### config.mk
export PLATFORM = sky130hd
export DESIGN_NAME = stor_shift_reg
export DESIGN_NICKNAME = d
export VERILOG_FILES = /design/src/rtl/ssr_pkg.sv /design/src/rtl/ssr_sync.sv /design/src/rtl/ssr_edge.sv /design/src/rtl/ssr_store.sv /design/src/rtl/ssr_shift.sv /design/src/rtl/stor_shift_reg.sv
export SDC_FILE = /design/constraint.sdc
export NUM_CORES = 1
export LEC_CHECK = 0
export BUFFER_PORTS_ARGS = -buffer_cell sky130_fd_sc_hd__buf_2
export CAP_MARGIN = 20
export CORE_MARGIN = 5
export CORE_UTILIZATION = 39
export DETAILED_ROUTE_END_ITERATION = 16
export SLEW_MARGIN = 20
export SYNTH_ARGS = -nofsm -noshare
export SYNTH_HDL_FRONTEND = slang
export SYNTH_HIERARCHICAL = 1
export SYNTH_SLANG_ARGS = --single-unit
export TNS_END_PERCENT = 10
### constraint.sdc
create_clock -name clk -period 3.22 [get_ports clk]
set_input_delay 0.322 -clock clk [delete_from_list [all_inputs] [get_ports clk]]
set_output_delay 0.322 -clock clk [all_outputs]
set_load 0.02 [all_outputs]
### src/rtl/ssr_pkg.sv
package ssr_pkg;
  typedef struct packed {
    logic st_clk;
    logic sh_clk;
    logic sh_en_n;
    logic ld_n;
    logic sel;
    logic ser1;
    logic ser0;
  } ctrl_t;

  localparam int CTRL_W = $bits(ctrl_t);

  localparam ctrl_t CTRL_IDLE = '{st_clk: 1'b0, sh_clk: 1'b0, sh_en_n: 1'b1,
                                  ld_n: 1'b1, sel: 1'b0, ser1: 1'b0, ser0: 1'b0};

  typedef enum logic [1:0] {
    OP_HOLD  = 2'd0,
    OP_LOAD  = 2'd1,
    OP_SHIFT = 2'd2
  } sh_op_e;
endpackage

### src/rtl/ssr_sync.sv
module ssr_sync #(
  parameter int W = 1,
  parameter int STAGES = 2,
  parameter logic [W-1:0] RST_VAL = '0
) (
  input  logic         clk,
  input  logic         rst_n,
  input  logic [W-1:0] d,
  output logic [W-1:0] q
);
  logic [W-1:0] stg [STAGES];

  always_ff @(posedge clk or negedge rst_n) begin
    if (!rst_n) begin
      for (int i = 0; i < STAGES; i++) stg[i] <= RST_VAL;
    end else begin
      stg[0] <= d;
      for (int i = 1; i < STAGES; i++) stg[i] <= stg[i-1];
    end
  end

  assign q = stg[STAGES-1];
endmodule

### src/rtl/ssr_edge.sv
module ssr_edge #(
  parameter int N = 1
) (
  input  logic         clk,
  input  logic         rst_n,
  input  logic [N-1:0] lvl,
  output logic [N-1:0] rise
);
  logic [N-1:0] prev;

  always_ff @(posedge clk or negedge rst_n) begin
    if (!rst_n) prev <= '0;
    else        prev <= lvl;
  end

  for (genvar g = 0; g < N; g++) begin : g_det
    assign rise[g] = lvl[g] & ~prev[g];
  end
endmodule

### src/rtl/ssr_store.sv
module ssr_store #(
  parameter int W = 8
) (
  input  logic         clk,
  input  logic         rst_n,
  input  logic         cap,
  input  logic [W-1:0] d,
  output logic [W-1:0] q
);
  always_ff @(posedge clk or negedge rst_n) begin
    if (!rst_n)   q <= '0;
    else if (cap) q <= d;
  end
endmodule

### src/rtl/ssr_shift.sv
module ssr_shift
  import ssr_pkg::*;
#(
  parameter int W = 8
) (
  input  logic         clk,
  input  logic         clr_n,
  input  sh_op_e       op,
  input  logic         ser,
  input  logic [W-1:0] par,
  output logic [W-1:0] q
);
  always_ff @(posedge clk or negedge clr_n) begin
    if (!clr_n) begin
      q <= '0;
    end else begin
      unique case (op)
        OP_LOAD:  q <= par;
        OP_SHIFT: q <= {q[W-2:0], ser};
        default:  q <= q;
      endcase
    end
  end
endmodule

### src/rtl/stor_shift_reg.sv
module stor_shift_reg
  import ssr_pkg::*;
#(
  parameter int WIDTH = 8,
  parameter int SYNC_STAGES = 2
) (
  input  logic             clk,
  input  logic             rst_n,
  input  logic             st_clk_i,
  input  logic             sh_clk_i,
  input  logic             sh_en_n_i,
  input  logic             ld_n_i,
  input  logic             sh_clr_n_i,
  input  logic             sel_i,
  input  logic             ser0_i,
  input  logic             ser1_i,
  input  logic             oe_n_i,
  input  logic [WIDTH-1:0] pbus_i,
  output logic [WIDTH-1:0] pbus_o,
  output logic             pbus_oe_o,
  output logic             ser_o
);
  localparam int SYNC_W = WIDTH + CTRL_W;
  localparam logic [SYNC_W-1:0] SYNC_RST = {CTRL_IDLE, {WIDTH{1'b0}}};

  ctrl_t             ctrl_raw, ctrl_s;
  logic [WIDTH-1:0]  bus_s;
  logic [SYNC_W-1:0] sync_q;
  logic [1:0]        strobe_lvl, strobe_rise;
  logic [WIDTH-1:0]  hold_q, shreg_q;
  logic              clr_n, ser_bit;
  sh_op_e            op;

  assign ctrl_raw = '{st_clk: st_clk_i, sh_clk: sh_clk_i, sh_en_n: sh_en_n_i,
                      ld_n: ld_n_i, sel: sel_i, ser1: ser1_i, ser0: ser0_i};

  ssr_sync #(.W(SYNC_W), .STAGES(SYNC_STAGES), .RST_VAL(SYNC_RST)) u_sync (
    .clk(clk), .rst_n(rst_n), .d({ctrl_raw, pbus_i}), .q(sync_q)
  );

  assign ctrl_s = ctrl_t'(sync_q[SYNC_W-1:WIDTH]);
  assign bus_s  = sync_q[WIDTH-1:0];

  assign strobe_lvl = {ctrl_s.sh_clk, ctrl_s.st_clk};

  ssr_edge #(.N(2)) u_edge (
    .clk(clk), .rst_n(rst_n), .lvl(strobe_lvl), .rise(strobe_rise)
  );

  ssr_store #(.W(WIDTH)) u_store (
    .clk(clk), .rst_n(rst_n), .cap(strobe_rise[0]), .d(bus_s), .q(hold_q)
  );

  always_comb begin
    if (!ctrl_s.ld_n && !ctrl_s.sh_clk)
      op = OP_LOAD;
    else if (strobe_rise[1] && ctrl_s.ld_n && !ctrl_s.sh_en_n)
      op = OP_SHIFT;
    else
      op = OP_HOLD;
  end

  assign ser_bit = ctrl_s.sel ? ctrl_s.ser1 : ctrl_s.ser0;
  assign clr_n   = rst_n & sh_clr_n_i;

  ssr_shift #(.W(WIDTH)) u_shift (
    .clk(clk), .clr_n(clr_n), .op(op), .ser(ser_bit), .par(hold_q), .q(shreg_q)
  );

  assign pbus_o    = shreg_q;
  assign ser_o     = shreg_q[WIDTH-1];
  assign pbus_oe_o = ~oe_n_i;
endmodule

==> qor.txt <==
Outcome -> finished, final reports clean
CP cell instances -> and3b_1, ha_1, mux2i_1, o21ai_1
Port Buffers -> 28
Synth Flop Type -> dfrtp_1
Layout cells sized above 1 -> 40.0%
Insertion delay to the later sink of the worst-skew pair -> 0.29 ns
Final hold violation count -> 0
Crit end category -> flip-flop
Total gr overflow -> 0
Final Skew -> 0.00695 ns
Multi-input combinational cell area -> 344 um^2
Power density over the cells -> 669 nW/um^2
Leading area contributor after synthesis -> dfrtp_1
Setup violations, final -> 0
Fin nets -> 144
Synth top area cells -> dfrtp_1, mux2_4, buf_4, dfstp_2, mux2i_1
Syn avg cell area -> 15.8 um^2
DP Cell Count -> 169
Post-route ant nets -> 0
Sequential area share after synthesis -> 70.5%
Unrepaired setup endpoints after global routing -> no
Reg area -> 1210 um^2
Register clock-pin slew on the reported worst setup and hold paths -> 0.08 ns
H-tree lvl count -> 2
Fillcell total -> 392
Asr flop ratio synth -> 100%
Post_cts resized -> 0
Crit Path Class -> reg -> reg
Final worst path period share -> 49.3%
Max_cap viols -> 0
Most numerous cell in the Yosys netlist -> dfrtp_1
# diodes -> 0
Post-DP HPWL -> 1590 um
Hold-fix buffers at CTS -> 0
Final WS setup -> 1.63 ns
Die extent in y -> 76.3 um
Largest net degree at the start of global routing -> 42
Root Buffer -> clkbuf_8
Worst path slowest cell -> dfstp_2
Die area -> 5810 um^2
Max FO, Critical Path -> 8
Die X -> 76.3 um
Worst hold slack -> 0.0138 ns
Setup bufs post-CTS -> 0
Routed wire per std cell -> 12.5 um
CP arrival -> 1.75 ns
Top cell type's share of synthesized area -> 64.3%
Yosys reg bits -> 48
Netlist cell types -> 14
Synthesized area -> 1710 um^2
VDD IR-drop max -> 0.354 mV
Post-synth top cells -> dfrtp_1, buf_4, mux2_4
Min Tclk post-route -> 1.59 ns
Vias in the first global route -> 843
CP startpoint kind -> flip-flop
DR vias/cell -> 4.20
Area of placed instances -> 1760 um^2
Placement Setup Slack -> 1.64 ns
First-pass GRT wire length -> 4030 um
Finished Layout Cells -> 177
Initial antenna violation count -> 0
Num rows -> 24
All-Layer GR Usage -> 8.91%
Placer Congestion -> 0.716
Critical path buffer and inverter count -> 0
Largest delay contributor family on the critical path -> flip-flops
Slowest Stage Delay on Critical Path -> 0.53 ns
Total routed wirelength -> 2210 um
CTS max path bufs -> 2
Required @ worst endpoint -> 3.38 ns
Post-Syn Instances -> 108
Warnings, synthesis -> 6
TritonRoute pass-1 iters -> 4
Drt drc -> 0
Area Overhead vs Synth -> 9.28%
Rel. slew slack -> 44.1%
Worst slew pin tran -> 0.838 ns
Max Slew Vio Count -> 0
Syn_nets -> 128
Initial Utilization -> 39.9%
P_leak -> 0.890 nW
Post-synth EDFFs -> 0
IO Pins -> 29
TritonCTS clock tree -> built
TritonCTS Buffers -> 5
CTS sink count -> 48
CORE AREA -> 4290 um^2
DRT iter0 DRCs -> 25
Total negative setup slack -> 0 ns
Final design area excluding fillers -> 1870 um^2
Max Clock Freq -> 630 MHz
Hold Crit Class -> in -> async
DR vias -> 743
metrics by stage:
| stage | utilization (%) | power [mW] |
|---|---|---|
| 2_1_floorplan | - | 0.814 |
| 3_3_place_gp | 41.1 | 0.851 |
| 3_5_place_dp | 41.1 | 0.860 |
| 4_1_cts | 43.6 | 1.27 |
| 5_1_grt | 43.6 | 1.32 |
| 6_report | 43.6 | 1.25 |
sequential cells by signal, summed over array words and instances, names as in the netlist:
signal,cells
u_sync/q,15
u_sync/stg,15
u_shift/q,8
u_store/q,8
u_edge/prev,2
power breakdown:
group          internal, mW  switching (mW)  total [mW]  leakage [nW]
registers             0.662          0.0346       0.696         0.564
clock network         0.230           0.177       0.407        0.0552
logic                0.0663          0.0807       0.147         0.270
total                 0.958           0.292        1.25         0.890
worst paths after layout:
kind,from,end,slack (ns),cells after the start
setup / recovery,u_sync/q[11],u_shift/q[6],1.63,4
hold / removal,sh_clr_n_i,u_shift/q[1],0.01,2
setup reg to reg,u_sync/q[11],u_shift/q[6],1.63,4
hold reg to reg,u_sync/stg[21],u_sync/q[6],0.35,0
max in group asynchronous,rst_n,u_shift/q[6],2.24,2
min in group clk,sh_en_n_i,u_sync/stg[27],0.12,1
metal layers:
layer,global-route usage [%],share of wire (%)
met1,11.3,45
met2,12.8,45
met3,4.61,8.7
met4,3.67,0.63
met5,0,0
final cells by class:
| cell class | count | area share (%) |
|---|---|---|
| clock buffer | 6 | 3.88 |
| clock inverter | 2 | 1.87 |
| inverter | 2 | 0.401 |
| multi-input combinational | 39 | 18.4 |
| sequential | 48 | 64.5 |
| tap | 52 | 3.48 |
| timing repair buffer | 28 | 7.49 |
cells by family (layout without fill, tap and decap cells):
logic type | after synthesis | count (layout) | synth area share [%]
buffers and inverters | 21 | 38 | 9.43
DFF | 48 | 48 | 70.5
adders and majority gates | 1 | 1 | 0.731
AOI/OAI and AO/OA | 8 | 8 | 2.34
muxes | 17 | 17 | 12.6
and+or+nand+nor | 13 | 13 | 4.46
placed cells by master (no fill, tap or decap):
master | synthesis | final
inv_1 | 2 | 2
ha_1 | 1 | 1
clkbuf_1 | 0 | 1
nor2_1 | 1 | 1
clkinv_2 | 0 | 1
mux2_4 | 9 | 9
nand2_1 | 8 | 8
and2_1 | 1 | 1
nor2b_4 | 2 | 2
bufinv_16 | 0 | 1
and3b_1 | 1 | 1
mux2i_1 | 8 | 8
o21ai_1 | 8 | 8
clkbuf_8 | 0 | 5
dfrtp_1 | 44 | 44
dfstp_2 | 4 | 4
buf_2 | 0 | 28
(Power assumes the default switching activity.)
